$ cat src/rtl/sbs_pkg.sv
package sbs_pkg;
  typedef enum logic [1:0] {
    CYC_NONE  = 2'd0,
    CYC_DESEL = 2'd1,
    CYC_READ  = 2'd2,
    CYC_WRITE = 2'd3
  } cyc_e;
endpackage

$ cat src/rtl/sbs_burst_ctr.sv
module sbs_burst_ctr #(
  parameter int CW = 2
) (
  input  logic          clk,
  input  logic          rst_n,
  input  logic          load,
  input  logic          advance,
  input  logic          step_en,
  input  logic          linear,
  input  logic [CW-1:0] start_lo,
  output logic [CW-1:0] lo
);
  logic [CW-1:0] base_q, cnt_q, base_d, cnt_d;

  always_comb begin
    base_d = load ? start_lo : base_q;
    if (load)         cnt_d = '0;
    else if (advance) cnt_d = cnt_q + CW'(1);
    else              cnt_d = cnt_q;
    lo = linear ? (base_d + cnt_d) : (base_d ^ cnt_d);
  end

  always_ff @(posedge clk or negedge rst_n) begin
    if (!rst_n) begin
      base_q <= '0;
      cnt_q  <= '0;
    end else if (step_en) begin
      base_q <= base_d;
      cnt_q  <= cnt_d;
    end
  end
endmodule

$ cat src/rtl/sbs_mem_array.sv
module sbs_mem_array #(
  parameter int AW    = 6,
  parameter int LANES = 4,
  parameter int LW    = 9
) (
  input  logic                clk,
  input  logic [AW-1:0]       wr_addr,
  input  logic [LANES-1:0]    wr_lane,
  input  logic [LANES*LW-1:0] wr_data,
  input  logic [AW-1:0]       rd_addr,
  output logic [LANES*LW-1:0] rd_data
);
  localparam int DEPTH = 1 << AW;

  for (genvar g = 0; g < LANES; g++) begin : g_lane
    logic [LW-1:0] bank [DEPTH];
    always_ff @(posedge clk) begin
      if (wr_lane[g]) bank[wr_addr] <= wr_data[g*LW +: LW];
    end
    assign rd_data[g*LW +: LW] = bank[rd_addr];
  end
endmodule

$ cat src/rtl/sbs_out_stage.sv
module sbs_out_stage #(
  parameter int DW = 36
) (
  input  logic          clk,
  input  logic          rst_n,
  input  logic          rd_pend,
  input  logic          keep,
  input  logic [DW-1:0] rd_data,
  input  logic          out_ena_n,
  output logic [DW-1:0] dout,
  output logic          dout_en
);
  logic          load_d;
  logic          act_q;
  logic [DW-1:0] dout_q;

  assign load_d = rd_pend & keep;

  always_ff @(posedge clk or negedge rst_n) begin
    if (!rst_n) begin
      act_q  <= 1'b0;
      dout_q <= '0;
    end else begin
      act_q <= load_d;
      if (load_d) dout_q <= rd_data;
    end
  end

  assign dout    = dout_q;
  assign dout_en = act_q & ~out_ena_n;
endmodule

$ cat src/rtl/sync_burst_sram.sv
module sync_burst_sram
  import sbs_pkg::*;
#(
  parameter int ADDR_W  = 6,
  parameter int LANES   = 4,
  parameter int LANE_W  = 9,
  parameter int BURST_W = 2
) (
  input  logic                    clk,
  input  logic                    rst_n,
  input  logic                    doze,
  input  logic                    lin_order,
  input  logic [ADDR_W-1:0]       addr,
  input  logic                    sel0_n,
  input  logic                    sel1,
  input  logic                    sel2_n,
  input  logic                    pstb_n,
  input  logic                    cstb_n,
  input  logic                    step_n,
  input  logic                    wr_all_n,
  input  logic                    byte_wr_n,
  input  logic [LANES-1:0]        byte_sel_n,
  input  logic                    out_ena_n,
  input  logic [LANES*LANE_W-1:0] din,
  output logic [LANES*LANE_W-1:0] dout,
  output logic                    dout_en
);
  localparam int DATA_W = LANES * LANE_W;
  localparam int UP_W   = ADDR_W - BURST_W;

  // reset: asynchronous assert, synchronous release
  logic [1:0] rst_pipe;
  logic       rst_q_n;
  always_ff @(posedge clk or negedge rst_n) begin
    if (!rst_n) rst_pipe <= '0;
    else        rst_pipe <= {rst_pipe[0], 1'b1};
  end
  assign rst_q_n = rst_pipe[1];

  // sleep request synchronizer: two clocks to enter or leave
  logic [1:0] doze_pipe;
  logic       sleeping;
  always_ff @(posedge clk or negedge rst_q_n) begin
    if (!rst_q_n) doze_pipe <= '0;
    else          doze_pipe <= {doze_pipe[0], doze};
  end
  assign sleeping = doze_pipe[1];

  // cycle decode
  logic              chip_on, p_hit, strobe, load, advance, wr_req, step_en;
  logic [LANES-1:0]  lane_mask, wr_lanes;
  cyc_e              cyc;
  logic              active_q, active_d;
  logic [UP_W-1:0]   up_q;
  logic [BURST_W-1:0] lo;
  logic [ADDR_W-1:0] acc_addr, rd_addr_q;
  logic              rd_v_q;
  logic [DATA_W-1:0] rd_data;

  always_comb begin
    chip_on = ~sel0_n & sel1 & ~sel2_n;
    p_hit   = ~pstb_n & ~sel0_n;
    strobe  = p_hit | ~cstb_n;
    if (!wr_all_n)       lane_mask = '1;
    else if (!byte_wr_n) lane_mask = ~byte_sel_n;
    else                 lane_mask = '0;
    wr_req = |lane_mask;

    if (sleeping)                   cyc = CYC_DESEL;
    else if (strobe && !chip_on)    cyc = CYC_DESEL;
    else if (strobe && p_hit)       cyc = CYC_READ;
    else if (strobe || active_q)    cyc = wr_req ? CYC_WRITE : CYC_READ;
    else                            cyc = CYC_NONE;

    load     = strobe & chip_on & ~sleeping;
    advance  = ~strobe & ~step_n;
    step_en  = (cyc == CYC_READ) | (cyc == CYC_WRITE);
    wr_lanes = (cyc == CYC_WRITE) ? lane_mask : '0;
    acc_addr = {(load ? addr[ADDR_W-1:BURST_W] : up_q), lo};
    active_d = step_en ? 1'b1 : ((cyc == CYC_DESEL) ? 1'b0 : active_q);
  end

  sbs_burst_ctr #(.CW(BURST_W)) u_ctr (
    .clk      (clk),
    .rst_n    (rst_q_n),
    .load     (load),
    .advance  (advance),
    .step_en  (step_en),
    .linear   (lin_order),
    .start_lo (addr[BURST_W-1:0]),
    .lo       (lo)
  );

  // access state registers
  always_ff @(posedge clk or negedge rst_q_n) begin
    if (!rst_q_n) begin
      active_q  <= 1'b0;
      up_q      <= '0;
      rd_v_q    <= 1'b0;
      rd_addr_q <= '0;
    end else begin
      active_q <= active_d;
      rd_v_q   <= (cyc == CYC_READ);
      if (load)              up_q      <= addr[ADDR_W-1:BURST_W];
      if (cyc == CYC_READ)   rd_addr_q <= acc_addr;
    end
  end

  sbs_mem_array #(.AW(ADDR_W), .LANES(LANES), .LW(LANE_W)) u_mem (
    .clk     (clk),
    .wr_addr (acc_addr),
    .wr_lane (wr_lanes),
    .wr_data (din),
    .rd_addr (rd_addr_q),
    .rd_data (rd_data)
  );

  sbs_out_stage #(.DW(DATA_W)) u_out (
    .clk       (clk),
    .rst_n     (rst_q_n),
    .rd_pend   (rd_v_q),
    .keep      (cyc == CYC_READ),
    .rd_data   (rd_data),
    .out_ena_n (out_ena_n),
    .dout      (dout),
    .dout_en   (dout_en)
  );

  // assertions
  a_r9_wr_hiz: assert property (@(posedge clk) disable iff (!rst_q_n)
    (cyc == CYC_WRITE) |=> !dout_en);
  a_r9_desel_hiz: assert property (@(posedge clk) disable iff (!rst_q_n)
    (cyc == CYC_DESEL) |=> !dout_en);
  a_r10_first_hiz: assert property (@(posedge clk) disable iff (!rst_q_n)
    (cyc == CYC_READ && !active_q) |=> !dout_en);
  a_r12_doze_hiz: assert property (@(posedge clk) disable iff (!rst_q_n)
    sleeping |=> !dout_en);
  a_r5_pstb_reads: assert property (@(posedge clk) disable iff (!rst_q_n)
    (!pstb_n && !sel0_n) |-> (wr_lanes == '0));
  a_r11_hold_addr: assert property (@(posedge clk) disable iff (!rst_q_n)
    (cyc == CYC_READ && !strobe && step_n && rd_v_q) |-> (acc_addr == rd_addr_q));
endmodule

$ cat config.mk
export PLATFORM = sky130hd
export DESIGN_NAME = sync_burst_sram
export DESIGN_NICKNAME = d
export VERILOG_FILES = /design/src/rtl/sbs_pkg.sv /design/src/rtl/sbs_burst_ctr.sv /design/src/rtl/sbs_mem_array.sv /design/src/rtl/sbs_out_stage.sv /design/src/rtl/sync_burst_sram.sv
export SDC_FILE = /design/constraint.sdc
export NUM_CORES = 2
export LEC_CHECK = 0
export BUFFER_PORTS_ARGS = -buffer_cell sky130_fd_sc_hd__buf_2
export CORE_ASPECT_RATIO = 0.6
export CORE_MARGIN = 1
export CORE_UTILIZATION = 63
export DETAILED_ROUTE_END_ITERATION = 6
export GPL_TIMING_DRIVEN = 0
export MAX_ROUTING_LAYER = met4
export PLACE_DENSITY = 0.79
export SYNTH_ARGS = -nofsm -noshare
export SYNTH_HDL_FRONTEND = slang
export SYNTH_SLANG_ARGS = --single-unit
$ cat constraint.sdc
create_clock -name clk -period 1.9 [get_ports clk]
set_input_delay 0.095 -clock clk [delete_from_list [all_inputs] [get_ports clk]]
set_output_delay 0.095 -clock clk [all_outputs]
set_load 0.05 [all_outputs]
Word level (Yosys, flattened, before mapping)
Memories as Yosys holds them, arrays and structs flattened. A register that Yosys moved wholly into a read port is not among the register bits.
Index checks and enable logic that the tools add are counted.

word-level totals
  register bits after elaboration = 21
  bits in writable memories = 2304
  input port bits = 59
  output and inout port bits = 37
  memories kept = 4

cells by class
  $add $sub $neg = 2
  eq/ne operators = 3
  multiplexer cells = 23
  bitwise operators = 20
  reduce and logical (&&, ||, !) cells = 10

memory list
  name                  depth  bits a word  rd ports  clocked after memory_dff  wr ports  RTL line             text
  u_mem.g_lane[0].bank  64     9            1         1                         1         sbs_mem_array.sv:16  logic [LW-1:0] bank [DEPTH];
  u_mem.g_lane[1].bank  64     9            1         1                         1         sbs_mem_array.sv:16
  u_mem.g_lane[2].bank  64     9            1         1                         1         sbs_mem_array.sv:16
  u_mem.g_lane[3].bank  64     9            1         1                         1         sbs_mem_array.sv:16

operator list
  cell                                                             number
  2-bit 2-to-1 mux                                                 8
  4-bit 2-to-1 mux                                                 4
  1-bit 2-to-1 mux                                                 11
  1-bit AND                                                        8
  1-bit inverter                                                   8
  1-bit zero test                                                  5
  2-bit == test, second input constant                             2
  4-bit inverter                                                   1
  4-bit OR reduction                                               1
  2-bit by 1-bit adder with 2-bit output, second input constant    1
  2-bit adder                                                      1
  2-bit by 1-bit == test with 1-bit output, second input constant  1
  1-bit logical AND                                                2
  1-bit OR                                                         2
  2-bit nonzero test                                               1
  2-bit XOR                                                        1
  1-bit logical OR                                                 1

Depth between registers and ports, before layout
  depth after elaboration = 13
  depth in mapped cells = 13

By module
From an unflattened synthesis, not the netlist that was laid out.

second synthesis, totals
  cells, all modules = 4179
  area total of the unflattened synthesis = 91667.9 µm²

by module, submodules not included
  module           instances  cells each  area each (µm²)  seq. area each (µm²)
  sbs_mem_array    1          4027        89213.1          69186.4
  sbs_out_stage    1          79          1495.2           925.9
  sync_burst_sram  1          49          713.2            400.4
  sbs_burst_ctr    1          24          246.5            100.1

Least setup slack after synthesis
No wires, ideal clock.

  path kind = flip-flop to flip-flop
  from = register doze_pipe[1]
  to = memory u_mem.g_lane[0].bank[35][0], enable pin
  library setup time = 0.374 ns
  arrival time = 3.282 ns
  required time = 1.526 ns
  setup slack = -1.756 ns
  stages on the path, launching flop included = 13
  buffers on the path = 4
  period minus slack after synthesis = 3.656 ns
  cell sequence = dfrtp_1 or4b_1 buf_2 nor2_4 clkbuf_1 nor2_1 ha_1 clkbuf_1 clkinv_1 nor4_1 mux2i_1 clkbuf_1 nor2_1

on the way
  cells in the longest elaborated chain, start to end = 5
  elaborated cells between the ends (all ways) = 13
  those cells by class = add/sub (1); eq/ne (1); mux (8); bitwise (3)

RTL lines
  item                                             RTL line               text
  start, declared                                  sync_burst_sram.sv:41  logic [1:0] doze_pipe;
  start signal, assigned                           sync_burst_sram.sv:45  else doze_pipe <= {doze_pipe[0], doze};
  1-bit inverter *                                 sync_burst_sram.sv:75  load = strobe & chip_on & ~sleeping;
  1-bit AND *                                      sync_burst_sram.sv:75
  2-bit 2-to-1 mux *                               sbs_burst_ctr.sv:17    if (load) cnt_d = '0;
  named net u_ctr.cnt_d[0]                         sbs_burst_ctr.sv:13    logic [CW-1:0] base_q, cnt_q, base_d, cnt_d;
  2-bit adder / 2-bit XOR (equally long branches)  sbs_burst_ctr.sv:20    lo = linear ? (base_d + cnt_d) : (base_d ^ cnt_d);
  2-bit 2-to-1 mux *                               sbs_burst_ctr.sv:20
  end, declared                                    sbs_mem_array.sv:16

Mark *: on every way through the listed nets, which the timed path passes. The rest lies on a longest branch.

Worst setup path after layout
  from = register doze_pipe[1]
  to = memory u_mem.g_lane[1].bank[7][2], enable pin

on the way
  cells in the longest elaborated chain, start to end = 5
  elaborated cells between the ends (all ways) = 13
  those cells by class = add/sub (1); eq/ne (1); mux (8); bitwise (3)

RTL lines
  item                                             RTL line               text
  1-bit inverter *                                 sync_burst_sram.sv:75
  1-bit AND *                                      sync_burst_sram.sv:75
  2-bit 2-to-1 mux *                               sbs_burst_ctr.sv:16    base_d = load ? start_lo : base_q;
  named net u_ctr.base_d[0]                        sbs_burst_ctr.sv:13
  2-bit adder / 2-bit XOR (equally long branches)  sbs_burst_ctr.sv:20
  2-bit 2-to-1 mux *                               sbs_burst_ctr.sv:20
  end, declared                                    sbs_mem_array.sv:16

Marks and branches as above.

==> impl_metrics.json <==
{
  "status": "complete, but fails checks",
  "cts.path.max_buffers": 3,
  "multiInputGateArea_mm2": 0.0219,
  "grt_pass1_wl_um": 393000,
  "synth_edf_count": 2304,
  "clockRootBuffer": "clkbuf_16",
  "period_share_pct": 193,
  "leakagePower_nw": 35.5,
  "timing.final.ws_setup_ns": -1.78,
  "syn_inst": 4463,
  "ys_types": 62,
  "finalSetupViolCount": 2350,
  "synth_area_per_cell_um2": 20.5,
  "wire_per_inst_um": 41.0,
  "port_buffers": 95,
  "p_per_area_mw_per_mm2": 1270,
  "synth.cell_area_mm2": 0.0914,
  "fin_nets": 5226,
  "ys_async_sr_fraction_pct": 2.41,
  "fin_util_pct": 77.3,
  "syn_to_final_growth_pct": 20.8,
  "combPwrFrac_pct": 29.7,
  "synthesis.nets": 4523,
  "rows": 107,
  "end_kind": "flip-flop",
  "swShare_pct": 33.6,
  "start_util_pct": 64.0,
  "fin_area_mm2": 0.110,
  "grt_overflow_total": 0,
  "finalHoldViolCount": 3,
  "drc": 17,
  "criticalPathCategory": "flip-flop to flip-flop",
  "finalCriticalPeriod_ns": 3.68,
  "cellInternalPower_mw": 92.9,
  "num-fill-cells": 6756,
  "p_seq_share_pct": 41.2,
  "io_pins": 96,
  "final_layout_size_suffix_gt1_share_pct": 33.2,
  "ir_worst_vdd_uv": 1530,
  "grt_max_degree": 65,
  "drt-total-wl_um": 297000,
  "violations": "DRC, hold timing, setup timing",
  "ys.flop_type": "edfxtp_1",
  "rsz0062_at_grt": "true",
  "max_freq_ghz": 0.272,
  "vias_per_cell": 7.62,
  "postCtsHoldBufs": 18,
  "post-dp-hpwl_um": 176000,
  "power_switching_mw": 46.9,
  "timing.slew.headroom_pct": 4.14,
  "drtPass1Iterations": 7,
  "hold_ws_ns": -0.417,
  "cts.clk_slew.worst_paths_ns": 0.07,
  "core_area_mm2": 0.143,
  "seq_area_mm2": 0.0706,
  "fin_skew_ns": 0.0326,
  "cts-htree-levels": 4,
  "clkSinkCount": 2361,
  "die_area_mm2": 0.147,
  "die_x_um": 494,
  "dpl_cell_area_mm2": 0.0956,
  "drv_slew": 0,
  "cts-buffers-inserted": 195,
  "synth-warning-count": 0,
  "vias": 55300,
  "track_usage_pct": 40.3,
  "gp_congestion": 0.989,
  "synth_top_cells_by_area": "edfxtp_1 76%, mux4_2 9.8%, mux2i_1 4.0%, dfrtp_1 1.6%, a22oi_1 1.5%",
  "crit_arrival_ns": 4.27,
  "synth_seq_cells": 2361,
  "cts_tree": "built",
  "maxCapViolCount": 0,
  "timing.critical_path.from_type": "flip-flop",
  "cp.required_ns": 2.49,
  "drtAntennaViolNets": 0,
  "die_h_um": 297,
  "worstMarginPinSlew_ns": 1.44,
  "yosys.area.top_type": "edfxtp_1",
  "critPathMaxFanout": 9,
  "antenna_found_initial": 11,
  "insertion_delay_ns": 0.84,
  "clkPwrFrac_pct": 29.2,
  "drt_iter0_drc": 11300,
  "yosysTopAreaCellShare_pct": 75.7,
  "grt_pass1_vias": 52400,
  "ys_seq_area_share_pct": 77.3,
  "min-delay-path-class": "input pin to flip-flop"
}
## power by group through the flow
stage	clock [mW]	sequential, mW	combinational (mW)
after detailed placement	0	58.6	33.9
final	40.8	57.6	41.5
after CTS	39.9	57.5	36.0
after global routing	42.3	57.5	41.2
after global placement	0	58.6	33.3
after floorplan	0	58.6	20.5
## synthesized netlist by cell type (4+ instances only)
library cell and count:
edfxtp_1 2304, mux4_2 396, mux2i_1 364, nand2_1 195, a22oi_1 182, o22ai_1 144
nor2_1 137, clkbuf_1 126, nor3_2 111, buf_2 90, dfrtp_1 57, buf_1 40
nand3_1 40, nor4_1 40, o2111ai_1 39, a221o_1 34, a22o_1 34, nor3_1 19
buf_6 15, o21ai_0 7, nor2b_1 6, and3_1 5, buf_4 5, inv_1 5
mux2_2 5, a211oi_1 4, and2_1 4, nand2_2 4, o41ai_1 4
## final timing paths
check / start / end / slack, ns / depth (start not counted)
setup reg to reg: doze_pipe[1] / u_mem.g_lane[1].bank[7][2] / -1.78 / 13
setup / recovery: doze_pipe[1] / u_mem.g_lane[1].bank[7][2] / -1.78 / 13
hold reg to reg: doze_pipe[0] / doze_pipe[1] / 0.35 / 0
hold / removal: addr[0] / u_ctr.base_q[0] / -0.42 / 3
min in group asynchronous: rst_n / rst_pipe[1] / 0.14 / 3
max in group asynchronous: rst_pipe[1] / rd_addr_q[0] / 0.73 / 0
## cell usage in the layout, fill, tap and decap left out, types with 34 or more instances in the layout
cell type / n
edfxtp_1: 2304
nor3_4: 121
clkinv_2: 36
nand2_2: 34
clkbuf_2: 37
a221o_1: 34
mux4_2: 396
buf_12: 255
buf_2: 135
mux2i_1: 360
buf_4: 176
clkinv_1: 38
o22ai_1: 143
o2111ai_1: 38
buf_6: 41
dfrtp_1: 55
a22oi_1: 179
a22o_1: 34
clkbuf_1: 93
clkbuf_16: 213
nand2_1: 160
nand3_1: 38
nor2_4: 131
## routing by layer
| layer | vias to the layer above | GRT usage [%] | wire (um) |
|---|---|---|---|
| met5 | - | - | 0 |
| met3 | 1209 | 18.7 | 59600 |
| met4 | 0 | 16.7 | 16800 |
| li1 | 20100 | - | - |
| met2 | 6445 | 51.1 | 121000 |
| met1 | 27500 | 56.2 | 100000 |
## logic make-up (layout without fill, tap and decap cells)
family	after synthesis	in the layout	share of synthesized area, %
buf+inv	284	1158	1.43
compound gates	465	465	3.82
flops	2361	2361	77.3
other cells	1	14	0.00410
xor+xnor	4	4	0.0384
mux	765	765	13.8
simple gates	582	582	3.59
fa+ha+maj	1	1	0.0137
## per-stage QoR
step | power (mW) | cells | setup TNS, ns | setup WS (ns) | hold WS, ns
6_report | 140 | 7257 | -3511.93 | -1.78 | -0.417
5_1_grt | 141 | 7254 | -3440.74 | -1.69 | -0.402
4_1_cts | 133 | 7179 | -3141.55 | -1.43 | -0.420
3_5_place_dp | 92.6 | 6471 | -5290.78 | -2.83 | -0.112
3_3_place_gp | 91.9 | 6465 | -6869.53 | -3.85 | -0.121
2_1_floorplan | 79.1 | 4463 | -2728.40 | -1.25 | -0.201
## what timing repair did
action	in CTS	in global routing
pin swaps	252	36
gates resized for setup	412	317
endpoints found under the setup margin	2353	2350
gates cloned	2	10
endpoints found under the hold margin	133	3
buffers inserted	324	62
## worst max-delay path, cell delays in order (launching register included)
cell and delay, ns:
dfrtp_1 0.42, or4b_4 0.59, nor2_4 0.16, buf_8 0.13, nand2_2 0.06, nand2_2 0.10
ha_4 0.14, and2_4 0.16, buf_8 0.12, a211oi_2 0.07, mux2i_4 0.86, clkbuf_16 0.38
nor2_4 0.06, buf_12 0.16
## state kept, by name, indices dropped and copies added, names as in the netlist, 2 cells and up
register           count
u_ctr.base_q           2
u_ctr.cnt_q            2
rd_addr_q              6
u_mem.g_lane.bank   2304
doze_pipe              2
u_out.dout            36
rst_pipe               2
up_q                   4
## cell type report
class	count	share of cell area, %
Clock inverter	102	0.740
Clock buffer	266	4.91
Inverter	8	0.0385
Multi-Input combinational cell	1818	19.8
Antenna cell	13	0.0295
Buffer	268	2.13
Tap cell	1907	2.16
Sequential cell	2361	64.0
Timing Repair Buffer	514	6.17
Note: power is estimated with default switching activity, not from simulation.
